**src/rtl/rst_seq_pkg.sv**
```systemverilog
package rst_seq_pkg;
    typedef enum logic [1:0] {
        S_DRIVE   = 2'd0,
        S_SETTLE  = 2'd1,
        S_EXTHOLD = 2'd2,
        S_RUN     = 2'd3
    } seq_state_t;

    localparam logic [1:0] VEC_NORMAL = 2'b00;
    localparam logic [1:0] VEC_CLKMON = 2'b01;
    localparam logic [1:0] VEC_WDOG   = 2'b10;
endpackage

```
**src/rtl/rst_seq_timer.sv**
```systemverilog
module rst_seq_timer #(
    parameter int DRIVE_CYC  = 16,
    parameter int SAMPLE_DLY = 8
) (
    input  logic clk,
    input  logic por_n,
    input  logic restart,
    input  logic active,
    output logic drive_done,
    output logic settle_done
);
    localparam int CMAX = (DRIVE_CYC > SAMPLE_DLY) ? DRIVE_CYC : SAMPLE_DLY;
    localparam int CW   = $clog2(CMAX + 1);
    localparam logic [CW-1:0] DRV_LAST = CW'(DRIVE_CYC - 1);
    localparam logic [CW-1:0] SET_LAST = CW'(SAMPLE_DLY - 1);
    localparam logic [CW-1:0] CNT_TOP  = CW'(CMAX);

    logic [CW-1:0] cnt_q;

    always_ff @(posedge clk or negedge por_n) begin
        if (!por_n) begin
            cnt_q <= '0;
        end else if (restart) begin
            cnt_q <= '0;
        end else if (active && cnt_q != CNT_TOP) begin
            cnt_q <= cnt_q + 1'b1;
        end
    end

    assign drive_done  = (cnt_q == DRV_LAST);
    assign settle_done = (cnt_q == SET_LAST);
endmodule

```
**src/rtl/rst_cause_latch.sv**
```systemverilog
module rst_cause_latch
    import rst_seq_pkg::*;
(
    input  logic       clk,
    input  logic       por_n,
    input  logic       wdog_set,
    input  logic       clkmon_set,
    input  logic       ext_set,
    input  logic       clr,
    output logic [1:0] cause_code
);
    logic wd_q, cm_q, ext_q;

    always_ff @(posedge clk or negedge por_n) begin
        if (!por_n) begin
            wd_q  <= 1'b0;
            cm_q  <= 1'b0;
            ext_q <= 1'b0;
        end else if (clr) begin
            wd_q  <= 1'b0;
            cm_q  <= 1'b0;
            ext_q <= 1'b0;
        end else begin
            wd_q  <= wd_q  | wdog_set;
            cm_q  <= cm_q  | clkmon_set;
            ext_q <= ext_q | ext_set;
        end
    end

    // External beats clock monitor, which beats watchdog.
    always_comb begin
        if (ext_q)     cause_code = VEC_NORMAL;
        else if (cm_q) cause_code = VEC_CLKMON;
        else if (wd_q) cause_code = VEC_WDOG;
        else           cause_code = VEC_NORMAL;
    end

    // a release clears every recorded cause
    p_clr_causes_r10: assert property (@(posedge clk) disable iff (!por_n)
        clr |=> (cause_code == VEC_NORMAL));
endmodule

```
**src/rtl/rst_src_seq.sv**
```systemverilog
module rst_src_seq
    import rst_seq_pkg::*;
#(
    parameter int DRIVE_CYC  = 16,
    parameter int SAMPLE_DLY = 8
) (
    input  logic       clk,
    input  logic       por_n,
    input  logic       wdog_fault,
    input  logic       clkmon_fault,
    input  logic       pin_in,
    output logic       pin_oe,
    output logic       core_rst,
    output logic [1:0] vec_sel
);
    seq_state_t state_q, state_d;
    logic       restart, release_core, ext_set;
    logic       drive_done, settle_done;
    logic [1:0] cause_code;

    rst_seq_timer #(.DRIVE_CYC(DRIVE_CYC), .SAMPLE_DLY(SAMPLE_DLY)) u_timer (
        .clk         (clk),
        .por_n       (por_n),
        .restart     (restart),
        .active      ((state_q == S_DRIVE) || (state_q == S_SETTLE)),
        .drive_done  (drive_done),
        .settle_done (settle_done)
    );

    rst_cause_latch u_cause (
        .clk        (clk),
        .por_n      (por_n),
        .wdog_set   (wdog_fault),
        .clkmon_set (clkmon_fault),
        .ext_set    (ext_set),
        .clr        (release_core),
        .cause_code (cause_code)
    );

    // State register
    always_ff @(posedge clk or negedge por_n) begin
        if (!por_n) state_q <= S_DRIVE;
        else        state_q <= state_d;
    end

    // Next state and transition strobes
    always_comb begin
        state_d      = state_q;
        restart      = 1'b0;
        release_core = 1'b0;
        ext_set      = 1'b0;
        unique case (state_q)
            S_DRIVE: begin
                if (drive_done) begin
                    state_d = S_SETTLE;
                    restart = 1'b1;
                end
            end
            S_SETTLE: begin
                if (settle_done) begin
                    restart = 1'b1;
                    if (!pin_in) begin
                        state_d = S_EXTHOLD;
                        ext_set = 1'b1;
                    end else begin
                        state_d      = S_RUN;
                        release_core = 1'b1;
                    end
                end
            end
            S_EXTHOLD: begin
                if (pin_in) begin
                    state_d = S_DRIVE;
                    restart = 1'b1;
                end
            end
            S_RUN: begin
                if (!pin_in) begin
                    state_d = S_EXTHOLD;
                    ext_set = 1'b1;
                end else if (wdog_fault || clkmon_fault) begin
                    state_d = S_DRIVE;
                    restart = 1'b1;
                end
            end
        endcase
    end

    // Outputs
    always_comb begin
        pin_oe   = (state_q == S_DRIVE);
        core_rst = (state_q != S_RUN);
    end

    always_ff @(posedge clk or negedge por_n) begin
        if (!por_n)            vec_sel <= VEC_NORMAL;
        else if (release_core) vec_sel <= cause_code;
    end

    p_oe_in_reset_r2: assert property (@(posedge clk) disable iff (!por_n)
        pin_oe |-> core_rst);

    p_release_pin_high_r3: assert property (@(posedge clk) disable iff (!por_n)
        $fell(core_rst) |-> $past(pin_in));

    p_ext_in_run_r8: assert property (@(posedge clk) disable iff (!por_n)
        (!core_rst && !pin_in) |=> (core_rst && !pin_oe));

    p_fault_in_run_r11: assert property (@(posedge clk) disable iff (!por_n)
        (!core_rst && pin_in && (wdog_fault || clkmon_fault)) |=> pin_oe);

    p_vec_hold_r9: assert property (@(posedge clk) disable iff (!por_n)
        !$fell(core_rst) |-> $stable(vec_sel));

    p_vec_legal_r9: assert property (@(posedge clk) disable iff (!por_n)
        vec_sel != 2'b11);
endmodule

```
**config.mk**
```make
export PLATFORM = sky130hd
export DESIGN_NAME = rst_src_seq
export DESIGN_NICKNAME = d
export VERILOG_FILES = /design/src/rtl/rst_seq_pkg.sv /design/src/rtl/rst_seq_timer.sv /design/src/rtl/rst_cause_latch.sv /design/src/rtl/rst_src_seq.sv
export SDC_FILE = /design/constraint.sdc
export NUM_CORES = 1
export LEC_CHECK = 0
export CORE_AREA = 5 5 44 46
export DETAILED_ROUTE_END_ITERATION = 8
export DIE_AREA = 0 0 49 51
export PLACE_DENSITY = 0.74
export SYNTH_ARGS = -nofsm -noshare
export SYNTH_HDL_FRONTEND = slang
export SYNTH_SLANG_ARGS = --single-unit
```
**constraint.sdc**
```tcl
create_clock -name clk -period 2.16 [get_ports clk]
set_input_delay 0.324 -clock clk [delete_from_list [all_inputs] [get_ports clk]]
set_output_delay 0.324 -clock clk [all_outputs]
set_load 0.02 [all_outputs]
```
After elaboration in Yosys (flattened, before gate mapping)
Index checks and enable logic that the tools add are counted.
- bits of input ports: 5
- output and inout bits: 4
- logic and storage cells: 53
- register bits: 12
- bitwise logic cells: 3
- add/sub/neg operators: 1
- mux-type cells: 26
- equal/unequal tests: 11
- reduce and logical (&&, ||, !) cells: 6
- operator list (kind ; number):
    $mux W2 ; 8
    $mux W1 ; 13
    $mux W5 ; 2
    $pmux W2 S4 ; 1
    $ne A2 B2 Y1 const B ; 3
    $add A5 B1 Y5 const B ; 1
    $eq A5 B3 Y1 const B ; 1
    $eq A5 B4 Y1 const B ; 1
    $ne A5 B5 Y1 const B ; 1
    $eq A2 B2 Y1 const B ; 2
    $pmux W1 S4 ; 1
    $reduce_and A4 Y1 ; 1
    $ne A3 B3 Y1 const B ; 1
    $or A1 B1 Y1 ; 3
    $eq A2 B1 Y1 const B ; 1
    $logic_not A2 Y1 ; 1
    $logic_or A1 B1 Y1 ; 2
    $ne A2 B1 Y1 const B ; 1
    $pmux W1 S2 ; 1
    $reduce_bool A2 Y1 ; 1
    $logic_and A1 B1 Y1 ; 1

Logic depth before layout (Yosys ltp)
- depth in word-level cells: 5
- gate-level depth with buffers: 6
- gate-level depth less buffers: 6

By module
From an unflattened synthesis, not the netlist that was laid out.
- cell total of the unflattened synthesis: 65
- area, all modules: 704.4 um^2
- by module, submodules not included (module ; area each (um^2) ; cells an instance ; instances ; sequential area each (um^2)):
    rst_seq_timer ; 301.5 ; 32 ; 1 ; 125.1
    rst_src_seq ; 279.0 ; 25 ; 1 ; 100.1
    rst_cause_latch ; 123.9 ; 8 ; 1 ; 75.1

Least setup slack after synthesis
No wires, ideal clock.
- path type: register -> register
- from: register u_timer.cnt_q[0]
- to: register u_timer.cnt_q[4]
- path buffers: 0
- data required time: 2053 ps
- stages on the path, launching flop included: 7
- setup time: 107 ps
- clock period less this slack: 1622 ps
- arrival: 1515 ps
- path slack: 538 ps
- cell sequence: dfrtp_1 -> ha_1 -> and3_2 -> ha_1 -> or3b_1 -> o21ai_2 -> a2111oi_4
- longest elaborated chain between the ends: 4
- elaborated cells between the ends (all ways): 11
- classes of those cells: add/sub: 1; eq/ne: 3; mux: 5; reduce/logical: 2
- RTL lines (what ; RTL line ; text):
    start: declaration ; rst_seq_timer.sv:18 ; logic [CW-1:0] cnt_q;
    start signal: assignment ; rst_seq_timer.sv:26 ; cnt_q <= cnt_q + 1'b1;
    branches (longest 4 deep; another with $add A5 B1 Y5) ; - ;
Several ways; the timed one is not identified. The select of a mux whose other input is x is not followed.
A chain may end at the register's enable or synchronous reset.

Worst setup path in the final report
- from: register state_q[0]
- to: output pin_oe
- longest elaborated chain between the ends: 1
- RTL lines (what ; RTL line ; text):
    start: declaration ; rst_src_seq.sv:16 ; seq_state_t state_q, state_d;
    start signal: assignment ; rst_src_seq.sv:43 ; else state_q <= state_d;
    $logic_not A2 Y1 ; rst_src_seq.sv:91 ; pin_oe = (state_q == S_DRIVE);
    end: declaration ; rst_src_seq.sv:12 ; output logic pin_oe,
No other way between the ends.

==> flow_metrics.env <==
export IMPL_post_route_ant_nets=0
export IMPL_cts_post_setup_buffers_inserted=0
export IMPL_net_switching_power_mw=0.391
export IMPL_clock_pin_slew_of_the_registers_on_the_worst_case_setup_and_hold_paths_ps=70
export IMPL_clock_fmax_mhz=550
export IMPL_insertedDiodeCount=0
export IMPL_grt_antenna_before_repair=0
export IMPL_hp_class="input pin to asynchronous set/reset pin"
export IMPL_ioPinCount=9
export IMPL_syn_instance_count=71
export IMPL_synth_cell_types=31
export IMPL_synthesis_area_per_instance_um2=10.6
export IMPL_placeableCoreArea_um2=1470
export IMPL_cp_data_required_time_ps=1840
export IMPL_hold_slack_ps=396
export IMPL_globalRoute_totalOverflow=0
export IMPL_r2r_cells=6
export IMPL_clock_skew_final_ps=6.75
export IMPL_power_density_cells_nw_per_um2=1120
export IMPL_floorplan_die_height_um=51
export IMPL_comb_power_share=0.462
export IMPL_max_vdd_ir_drop_v=0.000750
export IMPL_grt_usage=0.137
export IMPL_final_min_clock_period_ps=1820
export IMPL_setup_viol_count_final=0
export IMPL_row_count=14
export IMPL_synth_nets=79
export IMPL_net_sw_frac=0.401
export IMPL_min_period_over_period=0.842
export IMPL_via_per_inst=5.65
export IMPL_area_growth_syn_to_layout_pct=14.7
export IMPL_setup_repair_after_global_routing_missed_its_margin="false"
export IMPL_hold_bufs_inserted_after_cts=0
export IMPL_crit_fanout=10
export IMPL_largest_net_degree_at_the_start_of_global_routing=13
export IMPL_max_stage_delay_ps=610
export IMPL_layout_common_cells="12 x sky130_fd_sc_hd__dfrtp_1, 8 x sky130_fd_sc_hd__clkdlybuf4s50_1, 7 x sky130_fd_sc_hd__nor2_1"
export IMPL_crit_chain="nor2_1 -> clkdlybuf4s50_1"
export IMPL_floorplan_die_area_um2=2500
export IMPL_first_pass_iters=4
export IMPL_iter_0_drt_violations=6
export IMPL_result_of_the_run="finished clean"
export IMPL_timing_slew_headroom=0.650
export IMPL_route_final_wire_length_mm=1.51
export IMPL_ys_top_cells_by_area="sky130_fd_sc_hd__dfrtp_1 40%, sky130_fd_sc_hd__ha_1 5.0%, sky130_fd_sc_hd__mux2_4 4.0%"
export IMPL_drive_gt1_frac=0.198
export IMPL_drt_drc_violations_left=0
export IMPL_critical_path_slowest_cell="sky130_fd_sc_hd__clkdlybuf4s50_1"
export IMPL_start_util=0.514
export IMPL_yosysWarningCount=0
export IMPL_rrSetupSlack_ps=370
export IMPL_htreeDepth=1
export IMPL_fin_nets=91
export IMPL_critPathArrivalTime_ps=1500
export IMPL_slew_violations=0
export IMPL_hold_viol=0
export IMPL_routed_wire_length_per_instance_um=15.6
export IMPL_cts_made_buffers=3
export IMPL_power_share_clock=0.134
export IMPL_grt_first_pass_wirelength_mm=2.63
export IMPL_yosys_area_top_type_share=0.397
export IMPL_total_leakage_power_nw=0.359
export IMPL_clock_insertion_delay_worst_skew_ps=270
export IMPL_cts_max_path_buffers=2
export IMPL_die_width_um=49
export IMPL_endpoint_kind="primary output"
export IMPL_ys_seq_area_frac=0.397
export IMPL_post_synth_top_area_cell="sky130_fd_sc_hd__dfrtp_1"
export IMPL_tightestPinTransition_ps=523
export IMPL_place_gp_congestion=0.836
export IMPL_clock_root_buffer="sky130_fd_sc_hd__clkbuf_4"
export IMPL_seqPwrFrac=0.404
export IMPL_routed_via_count=548
export IMPL_portBuffers=8
export IMPL_area_occupied_by_multi_input_gates_um2=414
export IMPL_cap_violations=0
export IMPL_synth_cell_area_um2=756
export IMPL_ctsResizeCount=0
export IMPL_criticalPathCategory="register to primary output"
export IMPL_grt_pass1_vias=563
export IMPL_commonest_non_fill_non_tap_cell_in_the_layout="sky130_fd_sc_hd__dfrtp_1"
export IMPL_synth_seq_cells=12
export IMPL_n_fill_cell=135
export IMPL_fin_tns_setup_ps=0
export IMPL_p_int_mw=0.584
export IMPL_place_detailed_hpwl_mm=1.18
export IMPL_critPathLaunchType="register"
export IMPL_clock_sink_count=12
export IMPL_clock_tree_from_tritoncts="done"
export IMPL_layout_area_seq_um2=300
-- power by group through the flow --
stage          combinational, mW  clock, mW  sequential (mW)
5_1_grt                    0.506      0.150            0.408
6_report                   0.451      0.130            0.394
3_5_place_dp               0.454          0            0.396
4_1_cts                    0.455      0.135            0.392
2_1_floorplan              0.362          0            0.366
3_3_place_gp               0.434          0            0.390
-- metrics by stage --
| stage | util | cell area, um2 | power [mW] | std cells | setup WS [ps] |
|---|---|---|---|---|---|
| after floorplan | - | 756 | 0.728 | 71 | 538 |
| after global placement | 0.574 | 845 | 0.825 | 94 | 420 |
| after detailed placement | 0.574 | 845 | 0.849 | 94 | 385 |
| after CTS | 0.589 | 867 | 0.982 | 97 | 328 |
| after global routing | 0.589 | 867 | 1.06 | 97 | 256 |
| final | 0.589 | 867 | 0.975 | 97 | 341 |
-- worst paths after layout --
path | start | to
setup / recovery | state_q[0]$_DFFE_PN0P_ | pin_oe
hold / removal | por_n | u_timer.cnt_q[4]$_DFFE_PN0P_
setup reg to reg | u_timer.cnt_q[0]$_DFFE_PN0P_ | u_timer.cnt_q[2]$_DFFE_PN0P_
hold reg to reg | vec_sel[1]$_DFFE_PN0P_ | vec_sel[1]$_DFFE_PN0P_
max in group asynchronous | por_n | u_cause.ext_q$_DFF_PN0_
min in group clk | vec_sel[1]$_DFFE_PN0P_ | vec_sel[1]$_DFFE_PN0P_
-- layer usage --
layer / wire, um / GRT usage / vias to the layer above / share of wire
li1: - / - / 276 / -
met1: 704 / 0.170 / 265 / 0.47
met2: 729 / 0.220 / 7 / 0.48
met3: 77 / 0.0581 / 0 / 0.051
met4: 0 / 0.0359 / 0 / 0
met5: 0 / 0 / - / 0
-- layout make-up --
cell class | count | area share
sequential | 12 | 0.346
timing repair buffer | 9 | 0.101
multi-input combinational | 51 | 0.478
inverter | 6 | 0.0260
tap | 16 | 0.0231
clock buffer | 3 | 0.0260
-- cells in the mapped netlist (all sizes together) --
master   instances
a2111oi          1
a211o            1
a211oi           2
a21oi            4
and2b            1
and3             3
and4bb           2
buf              2
dfrtp           12
ha               3
inv              6
mux2             2
nand2            6
nand3            3
nand4b           1
nand4bb          2
nor2             7
nor3             3
nor3b            3
o211ai           1
o21ai            5
or3b             1
-- worst max-delay path, delay by kind of cell (launching register included) --
kind	cells	cell delay (ps)
buf+inv	1	610
simple gates	1	130
flops	1	490
-- cells by family (layout without fill, tap and decap cells) --
| logic type | after synthesis | count (layout) | synth area share |
|---|---|---|---|
| buffers and inverters | 8 | 18 | 0.0546 |
| flip-flops | 12 | 12 | 0.397 |
| AO/OA/AOI/OAI | 14 | 14 | 0.147 |
| adder cells (fa/ha/maj) | 3 | 3 | 0.0497 |
| AND/OR/NAND/NOR | 32 | 32 | 0.311 |
| multiplexers | 2 | 2 | 0.0397 |
-- sequential cells by signal, indices dropped and copies added, names as in the netlist --
name           count
u_timer.cnt_q      5
vec_sel            2
u_cause.ext_q      1
u_cause.cm_q       1
u_cause.wd_q       1
state_q            2
(Power assumes the default switching activity.)
